<file path="src/rtl/tcap_pkg.sv">
package tcap_pkg;

  // Strobes from control to datapath, one clock wide each
  typedef struct packed {
    logic loadCap;     // copy delayed count + 1 into the capture register
    logic freezeLow;   // hold the current low byte
    logic releaseLow;  // let the low byte track the register again
  } capStrobe_t;

endpackage

</file>
<file path="src/rtl/tcap_edge_det.sv">
module tcap_edge_det #(
  parameter int SYNC_STAGES = 2
) (
  input  logic clk,
  input  logic rstN,
  input  logic pinAsync,
  input  logic riseSel,
  output logic edgeHit
);

  localparam int LAST = SYNC_STAGES - 1;

  logic [SYNC_STAGES-1:0] syncQ;
  logic                   prevQ;
  logic [SYNC_STAGES:0]   vldQ;   // pipeline-full tracker, reset only here

  always_ff @(posedge clk) begin
    syncQ[0] <= pinAsync;
  end

  for (genvar i = 1; i < SYNC_STAGES; i++) begin : g_sync
    always_ff @(posedge clk) begin
      syncQ[i] <= syncQ[i-1];
    end
  end

  always_ff @(posedge clk) begin
    prevQ <= syncQ[LAST];
  end

  always_ff @(posedge clk or negedge rstN) begin
    if (!rstN) vldQ <= '0;
    else       vldQ <= {vldQ[SYNC_STAGES-1:0], 1'b1};
  end

  logic changed;
  logic polarityOk;

  always_comb begin
    changed    = syncQ[LAST] ^ prevQ;
    polarityOk = riseSel ? syncQ[LAST] : prevQ;
    edgeHit    = vldQ[SYNC_STAGES] & changed & polarityOk;
  end

endmodule

</file>
<file path="src/rtl/tcap_datapath.sv">
module tcap_datapath
  import tcap_pkg::*;
#(
  parameter int CNT_W       = 16,
  parameter int SYNC_STAGES = 2
) (
  input  logic             clk,
  input  logic             rstN,
  input  logic [CNT_W-1:0] cntVal,
  input  capStrobe_t       strobe,
  output logic [CNT_W-1:0] capValue,
  output logic [CNT_W/2-1:0] capLoByte
);

  localparam int BYTE_W = CNT_W / 2;
  localparam int DEPTH  = SYNC_STAGES + 1;

  // Count history aligned with the synchronizer so the tap matches the
  // clock edge just before the pin moved
  logic [CNT_W-1:0] cntPipe [DEPTH];

  always_ff @(posedge clk) begin
    cntPipe[0] <= cntVal;
    for (int j = 1; j < DEPTH; j++) begin
      cntPipe[j] <= cntPipe[j-1];
    end
  end

  // Capture register: deliberately without reset
  logic [CNT_W-1:0] capReg;

  always_ff @(posedge clk) begin
    if (strobe.loadCap) capReg <= cntPipe[DEPTH-1] + CNT_W'(1);
  end

  logic [BYTE_W-1:0] lowHold;
  logic              frozenQ;

  always_ff @(posedge clk) begin
    if (strobe.freezeLow) lowHold <= capReg[BYTE_W-1:0];
  end

  always_ff @(posedge clk or negedge rstN) begin
    if (!rstN)                  frozenQ <= 1'b0;
    else if (strobe.freezeLow)  frozenQ <= 1'b1;
    else if (strobe.releaseLow) frozenQ <= 1'b0;
  end

  always_comb begin
    capValue  = capReg;
    capLoByte = frozenQ ? lowHold : capReg[BYTE_W-1:0];
  end

endmodule

</file>
<file path="src/rtl/tcap_control.sv">
module tcap_control
  import tcap_pkg::*;
(
  input  logic       clk,
  input  logic       rstN,
  input  logic       edgeHit,
  input  logic       statusRd,
  input  logic       rdHi,
  input  logic       rdLo,
  input  logic       intEn,
  output capStrobe_t strobe,
  output logic       icf,
  output logic       irq
);

  logic icfQ;
  logic armQ;    // a status read has seen the flag set
  logic clrNow;

  always_comb begin
    clrNow            = armQ & rdLo;
    strobe.loadCap    = edgeHit;
    strobe.freezeLow  = rdHi;
    strobe.releaseLow = rdLo & ~rdHi;
  end

  always_ff @(posedge clk or negedge rstN) begin
    if (!rstN) begin
      icfQ <= 1'b0;
      armQ <= 1'b0;
    end else begin
      // a capture in the same cycle as the clear wins
      if (edgeHit)     icfQ <= 1'b1;
      else if (clrNow) icfQ <= 1'b0;

      if (clrNow)                armQ <= 1'b0;
      else if (statusRd && icfQ) armQ <= 1'b1;
    end
  end

  always_comb begin
    icf = icfQ;
    irq = icfQ & intEn;
  end

endmodule

</file>
<file path="src/rtl/tmr_capture_unit.sv">
module tmr_capture_unit
  import tcap_pkg::*;
#(
  parameter int CNT_W       = 16,
  parameter int SYNC_STAGES = 2
) (
  input  logic               clk,
  input  logic               rstN,
  input  logic               capPin,
  input  logic               riseSel,
  input  logic               intEn,
  input  logic [CNT_W-1:0]   cntVal,
  input  logic               statusRd,
  input  logic               rdHi,
  input  logic               rdLo,
  output logic [CNT_W/2-1:0] capHiByte,
  output logic [CNT_W/2-1:0] capLoByte,
  output logic               icf,
  output logic               irq
);

  localparam int BYTE_W = CNT_W / 2;

  logic             edgeHit;
  capStrobe_t       strobe;
  logic [CNT_W-1:0] capValue;

  tcap_edge_det #(.SYNC_STAGES(SYNC_STAGES)) edge_i (
    .clk      (clk),
    .rstN     (rstN),
    .pinAsync (capPin),
    .riseSel  (riseSel),
    .edgeHit  (edgeHit)
  );

  tcap_control ctrl_i (
    .clk      (clk),
    .rstN     (rstN),
    .edgeHit  (edgeHit),
    .statusRd (statusRd),
    .rdHi     (rdHi),
    .rdLo     (rdLo),
    .intEn    (intEn),
    .strobe   (strobe),
    .icf      (icf),
    .irq      (irq)
  );

  tcap_datapath #(.CNT_W(CNT_W), .SYNC_STAGES(SYNC_STAGES)) dp_i (
    .clk       (clk),
    .rstN      (rstN),
    .cntVal    (cntVal),
    .strobe    (strobe),
    .capValue  (capValue),
    .capLoByte (capLoByte)
  );

  assign capHiByte = capValue[CNT_W-1:BYTE_W];

endmodule

</file>
<file path="config.mk">
export PLATFORM = sky130hd
export DESIGN_NAME = tmr_capture_unit
export DESIGN_NICKNAME = d
export VERILOG_FILES = /design/src/rtl/tcap_pkg.sv /design/src/rtl/tcap_edge_det.sv /design/src/rtl/tcap_datapath.sv /design/src/rtl/tcap_control.sv /design/src/rtl/tmr_capture_unit.sv
export SDC_FILE = /design/constraint.sdc
export NUM_CORES = 1
export LEC_CHECK = 0
export BUFFER_PORTS_ARGS = -buffer_cell sky130_fd_sc_hd__buf_2
export CAP_MARGIN = 25
export CELL_PAD_IN_SITES_DETAIL_PLACEMENT = 0
export CELL_PAD_IN_SITES_GLOBAL_PLACEMENT = 1
export CORE_ASPECT_RATIO = 0.7
export CORE_MARGIN = 10
export CORE_UTILIZATION = 35
export DETAILED_ROUTE_END_ITERATION = 10
export PLACE_DENSITY_LB_ADDON = 0.1
export SLEW_MARGIN = 10
export SYNTH_ARGS = -nofsm -noshare
export SYNTH_HDL_FRONTEND = slang
export SYNTH_HIERARCHICAL = 1
export SYNTH_SLANG_ARGS = --single-unit
</file>
<file path="constraint.sdc">
create_clock -name clk -period 3.4 [get_ports clk]
set_input_delay 0.34 -clock clk [delete_from_list [all_inputs] [get_ports clk]]
set_output_delay 0.34 -clock clk [all_outputs]
set_load 0.005 [all_outputs]
</file>
==> results of run 1 <==
## Yosys cell counts (all sizes together)
| master | instances |
|---|---|
| dfxtp | 51 |
| edfxtp | 24 |
| xor2 | 10 |
| mux2 | 8 |
| nand2 | 7 |
| dfrtp | 6 |
| nand3 | 5 |
| inv | 4 |
| nor3 | 4 |
| nor4 | 4 |
| xnor2 | 4 |
| nand4 | 3 |
| nor2 | 3 |
| a21o | 2 |
| buf | 2 |
| and2 | 1 |
| clkbuf | 1 |
| conb | 1 |
| ha | 1 |
| mux2i | 1 |
| nand4b | 1 |
| nand4bb | 1 |
| nor2b | 1 |
## registers in the layout, indices dropped and copies added, names as in the netlist
signal / cells
dp_i/lowHold: 8
edge_i/vldQ: 3
dp_i/frozenQ: 1
dp_i/cntPipe: 48
edge_i/syncQ: 2
ctrl_i/icf: 1
edge_i/prevQ: 1
ctrl_i/armQ: 1
dp_i/capValue: 16
## worst reg2reg max path, delay by kind of cell (launching register included)
kind	cells	cell delay (ps)
AND/OR/NAND/NOR	2	720
flip-flops	1	410
XOR/XNOR	1	100
## cell families after synthesis
family,share of synthesized area (%)
buffers and inverters,1.420
muxes,4.208
AOI/OAI and AO/OA,0.6311
other,0.1577
adders and majority gates,0.5260
DFF,79.54
xor gates and xnor gates,5.155
and+or+nand+nor,8.364
## stage by stage
step           power, mW  utilization (%)  area (µm²)  hold WS, ps
6_report           1.784            43.23        2880        92.27
5_1_grt            1.869            43.23        2880        61.24
4_1_cts            1.814            43.23        2880        68.20
3_5_place_dp       1.164            40.26        2683        179.6
3_3_place_gp       1.160            40.26        2683        172.3
2_1_floorplan      1.125                -        2379        44.41
## final cells by class
type	instances	share of cell area, %
Timing Repair Buffer	42	7.472
Multi-Input combinational cell	57	15.73
Clock buffer	12	5.778
Sequential cell	81	65.68
Clock inverter	3	0.7385
Inverter	4	0.5213
Tap cell	94	4.083
## how the worst max path moves through the flow
stage,endpoint,slack [ps],depth (start not counted)
final,capLoByte[6],1660,2
after global routing,capLoByte[6],1560,2
after CTS,capLoByte[6],1620,2
after detailed placement,dp_i/capValue[12],1900,3
after global placement,dp_i/capValue[13],1920,3
after floorplan,capLoByte[0],2090,2
## metal layers
metal	vias to the layer above	share of wire (%)	GRT usage [%]
met3	7	8.5	5.426
met1	513	49	8.935
li1	595	-	-
met5	-	0	0
met4	0	1.9	4.309
met2	35	40	10.17
## where the power goes
group | total (mW) | internal (mW) | switching (mW)
sequential | 1.07 | 1.04 | 0.0264
combinational | 0.0712 | 0.0397 | 0.0315
clock | 0.644 | 0.328 | 0.316
total | 1.78 | 1.41 | 0.374
==> flow_summary.yaml, run 1 <==
finish:
  syn2layout_area_growth_pct: 21.09
  final_common_cell: "dfxtp_1"
  nFillCells: 621
  mostFrequentLayoutCells: "dfxtp_1, buf_2, edfxtp_1"
  drive_gt1_share_pct: 34.17
  antenna_cells: 0
  multi_input_area_um2: 452.9
  finalNonFillerCells: 293
  ff_latch_area_um2: 1892
  final_nets: 220
worst_setup_path:
  reg2reg_depth: 3
  end_kind: "primary output"
  worstSetupStartpointType: "flip-flop"
  r2r_setup_slack_ps: 1920
  crit_type: "reg2out"
  slowest_stage: "dfrtp_1"
  r2r-start: "dp_i/cntPipe[0][34]"
  crit_required_ps: 3060
  critPathTopFamily: "flip-flops"
  path_max_fanout: 9
  critical_path_buf_inv_count: 1
  arrival_ps: 1400
  crit_chain: "mux2_2 > buf_2"
  r2r-end: "dp_i/capValue[15]"
  startpoint: "dp_i/frozenQ"
  critical_path.max_stage_delay_ps: 550
status:
  status: "complete, no violations"
min_path:
  hp-class: "in2reg"
  whs_path_depth: 1
  hold_end: "dp_i/cntPipe[0][4]"
  min_from: "cntVal[4]"
placement:
  port_buffers: 41
  place.gp.congestion: 0.6750
  dp.final_hpwl_mm: 2.703
  place_inst: 277
  place_ws_ps: 1903
clocking:
  postCtsSetupRepairBufs: 0
  clk_path_buf_depth: 2
  cts_buffers: 9
  cts.reportedPaths.clkPinSlew_ps: 80
  root_buffer: "clkbuf_8"
  cts.sinks: 81
  ctsResizeCount: 0
  cts_hold_buffers: 1
  cts_tree: "built"
  worstSkewPairLatency_ps: 340
  htreeDepth: 3
floorplanning:
  dieArea_um2: 10550
  die_w_um: 118.5
  fp-row-count: 25
  die_h_um: 88.97
  coreArea_um2: 6663
  io_pins: 42
  start_util_pct: 35.70
logic_synthesis:
  synth_area_leader_cell: "dfxtp_1"
  syn_nets: 170
  synth.distinct_cells: 24
  syn_area_per_cell_um2: 16.40
  netlist_instances: 145
  yosysWarnings: 6
  netlist_area_um2: 2379
  synth_area_leaders: "dfxtp_1, edfxtp_1, dfrtp_1"
  synth.top_cell.area_share_pct: 42.92
  ys_seq_area_share_pct: 79.54
  synth.ff_latch_count: 81
grt:
  grt_pass1_vias: 1244
  grt_max_degree: 18
  grt_pass1_wl_mm: 6.023
  grt_overflow: 0
  antenna_found_initial: 0
  gr-usage-all-layers_pct: 7.683
pwr:
  peakVddDrop_uv: 212.7
  power.density_nw_per_um2: 619.4
  p_leak_nw: 1.171
sta:
  period_needed_ps: 1743
  fin_skew_ps: 10.23
  tns_ps: 0
  fin_ws_ps: 1657
  rsz0062_at_grt: "no"
  period_share_pct: 51.28
  report.final.slew_viol_count: 0
  hold_viol_final: 0
  worst_slew_pin_slew_ps: 630.7
  finalSetupViolCount: 0
  slew_headroom_pct: 57.85
  max_freq_ghz: 0.5736
routing:
  vias: 1150
  vias_per_cell: 3.925
  first_pass_iters: 2
  wl_per_cell_um: 12.26
  wirelength_mm: 3.593
  drcViolationCount: 0
  drt.antenna.violating_nets: 0
  drtIter0Drc: 19
run:
  drv_cap: 0
Power figures use the tool's default switching activity.
==> run 2, diff against run 1 <==
- clock period: 3.4 -> 1.6 ns (I/O delays scaled with it)
==> flow_summary.yaml, run 2 (synthesis gave the netlist of run 1 again) <==
worst_setup_path:
  path_max_fanout: 9
  r2r-start: "dp_i/cntPipe[0][35]"
  reg2reg_depth: 3
  arrival_ps: 1320
  startpoint: "dp_i/frozenQ"
  end_kind: "primary output"
  r2r-end: "dp_i/capValue[15]"
  crit_type: "reg2out"
  worstSetupStartpointType: "flip-flop"
  endpoint: "capLoByte[5]"
  r2r_setup_slack_ps: 160
  crit_required_ps: 1440
finish:
  regMostFlops: "dp_i/cntPipe"
  syn2layout_area_growth_pct: 28.30
  largest_reg_flops: 48
  final_nets: 240
  finalCoreUtilization_pct: 45.80
  final_common_cell: "dfxtp_1"
  drive_gt1_share_pct: 32.27
  fin_area_um2: 3052
  antenna_cells: 0
  mostFrequentLayoutCells: "dfxtp_1, buf_2, edfxtp_1"
clocking:
  htreeDepth: 3
  cts_tree: "built"
  cts_buffers: 9
  worstSkewPairLatency_ps: 350
  root_buffer: "clkbuf_8"
  clk_path_buf_depth: 2
  cts.sinks: 81
  cts.reportedPaths.clkPinSlew_ps: 80
  postCtsSetupRepairBufs: 0
routing:
  first_pass_iters: 4
  drt.antenna.violating_nets: 0
  drtIter0Drc: 33
  vias_per_cell: 3.968
  drcViolationCount: 0
  wirelength_mm: 3.796
  vias: 1246
  wl_per_cell_um: 12.09
pwr:
  power.density_nw_per_um2: 1217
  power_mw: 3.713
  p_leak_nw: 1.245
  peakVddDrop_uv: 571.4
grt:
  grt_pass1_wl_mm: 6.430
  grt_max_degree: 18
  grt_overflow: 0
  grt_pass1_vias: 1324
  antenna_found_initial: 0
  gr-usage-all-layers_pct: 8.123
run:
  drv_cap: 0
placement:
  port_buffers: 41
  placed_area_um2: 2698
  place.gp.congestion: 0.7409
  dp.final_hpwl_mm: 2.773
floorplanning:
  die_h_um: 88.97
  start_util_pct: 35.70
  dieArea_um2: 10550
  fp-row-count: 25
  die_w_um: 118.5
  coreArea_um2: 6663
  io_pins: 42
sta:
  period_share_pct: 92.34
  period_needed_ps: 1477
  tns_ps: 0
  hold_viol_final: 0
  report.final.slew_viol_count: 0
  finalSetupViolCount: 0
  rsz0062_at_grt: "no"
  max_freq_ghz: 0.6769
  fin_skew_ps: 7.269
min_path:
  hp-class: "in2reg"
status:
  status: "complete, no violations"
## run 2: cell type report
type,instances,area (µm²)
Sequential cell,81,1893
Clock buffer,11,131.4
Multi-Input combinational cell,57,452.9
Inverter,4,15.01
Fill cell,608,3611
Tap cell,94,117.6
Clock inverter,5,31.28
Timing Repair Buffer,62,410.4
## run 2: power by group
group	total [mW]	switching [mW]	internal (mW)	leakage, nW
Clock	1.25	0.685	0.565	0.0883
Sequential	2.27	0.0566	2.22	0.724
Combinational	0.190	0.0745	0.115	0.432
## run 2: timing repair
| action | in CTS | in global routing |
|---|---|---|
| hold endpoints to repair | 24 | 0 |
| hold buffers | 19 | 0 |
| endpoints found under the setup margin | 8 | 0 |
| resized for setup | 1 | 0 |
## run 2: how the worst min path moves through the flow
| stage | from | cells past startpoint | to |
|---|---|---|---|
| 2_1_floorplan | rstN | 0 | ctrl_i/armQ |
| 3_3_place_gp | rstN | 1 | edge_i/vldQ[0] |
| 3_5_place_dp | rstN | 1 | edge_i/vldQ[0] |
| 4_1_cts | statusRd | 3 | ctrl_i/armQ |
| 5_1_grt | statusRd | 3 | ctrl_i/armQ |
| 6_report | statusRd | 3 | ctrl_i/armQ |
## run 2: critical path: stages, from the launching register on
cell and delay [ps]:
dfrtp_2 470, mux2_2 370, buf_2 130
## run 2: per-stage QoR
stage	worst slack [ps]	hold slack, ps	cells
floorplan	334.5	-135.6	145
global placement	224.0	-7.702	279
detailed placement	177.0	-5.847	279
CTS	83.14	34.01	314
global route	50.35	36.51	314
finish	122.6	55.22	314
## run 2: routing by layer
metal	wire length (µm)	GRT usage, %
met1	1916	9.470
met2	1554	11.03
met3	243	5.300
met4	82	4.641
met5	0	0
==> run 3, diff against run 2 <==
--- a/config.mk
+++ b/config.mk
@@ -12,5 +12,5 @@
 export CORE_ASPECT_RATIO = 0.7
 export CORE_MARGIN = 10
-export CORE_UTILIZATION = 35
+export CORE_UTILIZATION = 40
 export DETAILED_ROUTE_END_ITERATION = 10
 export PLACE_DENSITY_LB_ADDON = 0.1
==> constraint.sdc (replaced) <==
create_clock -name clk -period 1.6 [get_ports clk]
set_input_delay 0.08 -clock clk [delete_from_list [all_inputs] [get_ports clk]]
set_output_delay 0.08 -clock clk [all_outputs]
set_load 0.005 [all_outputs]
==> flow_summary.yaml, run 3 (synthesis gave the netlist of run 1 again) <==
routing:
  dr.max_layer_used: "met4"
  vias_per_cell: 4.163
  wl_met2_mm: 1.683
  m1WireLength_mm: 1.787
  drt.antenna.violating_nets: 0
  first_pass_iters: 5
  vias: 1228
  met3_length_um: 250
  wirelength_mm: 3.753
  wl_per_cell_um: 12.72
  drtIter0Drc: 26
  drcViolationCount: 0
grt:
  antenna_found_initial: 0
  grt_max_degree: 18
  grt_pass1_vias: 1370
  grt_overflow: 0
  grt_pass1_wl_mm: 6.637
  gr-usage-all-layers_pct: 8.790
sta:
  fin_ws_ps: 131.5
  period_share_pct: 91.78
  finalSetupViolCount: 0
  tns_ps: 0
  report.final.slew_viol_count: 0
  max_freq_ghz: 0.6810
  rsz0062_at_grt: "no"
  hold_viol_final: 0
  period_needed_ps: 1468
  fin_skew_ps: 5.604
finish:
  syn2layout_area_growth_pct: 28.98
  regMostFlops: "dp_i/cntPipe"
  mostFrequentLayoutCells: "dfxtp_1, buf_2, edfxtp_1"
  multi_input_area_um2: 452.9
  finalNonFillerCells: 295
  nFillCells: 508
  ff_latch_area_um2: 1892
  finalCoreUtilization_pct: 53.30
  drive_gt1_share_pct: 31.82
  final_nets: 240
  largest_reg_flops: 48
  antenna_cells: 0
  final_common_cell: "dfxtp_1"
clocking:
  cts_tree: "built"
  clk_path_buf_depth: 2
  cts_buffers: 9
  ctsResizeCount: 0
  root_buffer: "clkbuf_8"
  worstSkewPairLatency_ps: 330
  cts.reportedPaths.clkPinSlew_ps: 70
  htreeDepth: 3
  cts.sinks: 81
floorplanning:
  die_h_um: 84.52
  start_util_pct: 41.33
  coreArea_um2: 5756
  io_pins: 42
  dieArea_um2: 9480
  die_w_um: 112.2
  fp-row-count: 23
placement:
  place.gp.congestion: 0.7467
  place_ws_ps: 176.5
  dp.final_hpwl_mm: 2.730
  port_buffers: 41
  place_inst: 259
worst_setup_path:
  crit_type: "reg2out"
  path_max_fanout: 9
  crit_required_ps: 1520
  worstSetupStartpointType: "flip-flop"
  arrival_ps: 1390
  end_kind: "primary output"
pwr:
  power.density_nw_per_um2: 1283
  p_leak_nw: 1.263
  peakVddDrop_uv: 706.4
min_path:
  hp-class: "in2reg"
run:
  drv_cap: 0
status:
  status: "complete, no violations"
-- run 3: changes by cell type in the layout (fill, tap and decap cells not counted), sizes merged --
cell         previous run  this run
buf                    43        42
bufinv                  0         1
dlygate4sd3            19        20
inv                     7         8
clkinv                  2         0
-- run 3: final timing paths --
kind,slack (ps),depth (start not counted),start,endpoint
worst max register to register,170,3,dp_i/cntPipe[0][34],dp_i/capValue[15]
min in group asynchronous,100,2,rstN,edge_i/vldQ[0]
worst min-delay path,90,2,rdHi,dp_i/frozenQ
worst min register to register,330,0,dp_i/cntPipe[0][29],dp_i/cntPipe[0][45]
worst max-delay path,130,2,dp_i/frozenQ,capLoByte[4]
max in group asynchronous,1340,2,rstN,dp_i/frozenQ
-- run 3: layer usage --
layer / GRT usage, % / up-vias
met5: 0 / -
met4: 3.448 / 0
met3: 5.046 / 4
met2: 13.23 / 39
met1: 10.14 / 547
li1: - / 638
-- run 3: stage by stage --
step	instance area [µm²]	power, mW	hold slack, ps
floorplan	2379	2.391	-215.6
global placement	2666	2.465	-88.99
detailed placement	2666	2.481	-76.76
CTS	3068	3.996	75.85
global route	3068	4.135	81.79
finish	3068	3.935	89.63
-- run 3: worst max-delay path, stage by stage (launching register included) --
cell,delay (ps)
dfrtp_1,550
mux2_2,380
buf_2,130
-- run 3: repair_timing --
item,4_1_cts,5_1_grt
endpoints found under the hold margin,24,0
setup buffers,0,0
hold buffers,20,0
-- run 3: final cells by class --
type	instances	share of cell area, %
clock buffer	11	4.608
clock inverter	5	1.958
inverter	4	0.4894
multi-input combinational	57	14.76
sequential	81	61.66
tap	75	3.059
timing repair buffer	62	13.46
-- run 3: power by group --
| group | switching, mW | internal, mW |
|---|---|---|
| Clock | 0.682 | 0.777 |
| Combinational | 0.0781 | 0.124 |
| Sequential | 0.0589 | 2.22 |
| Total | 0.819 | 3.12 |
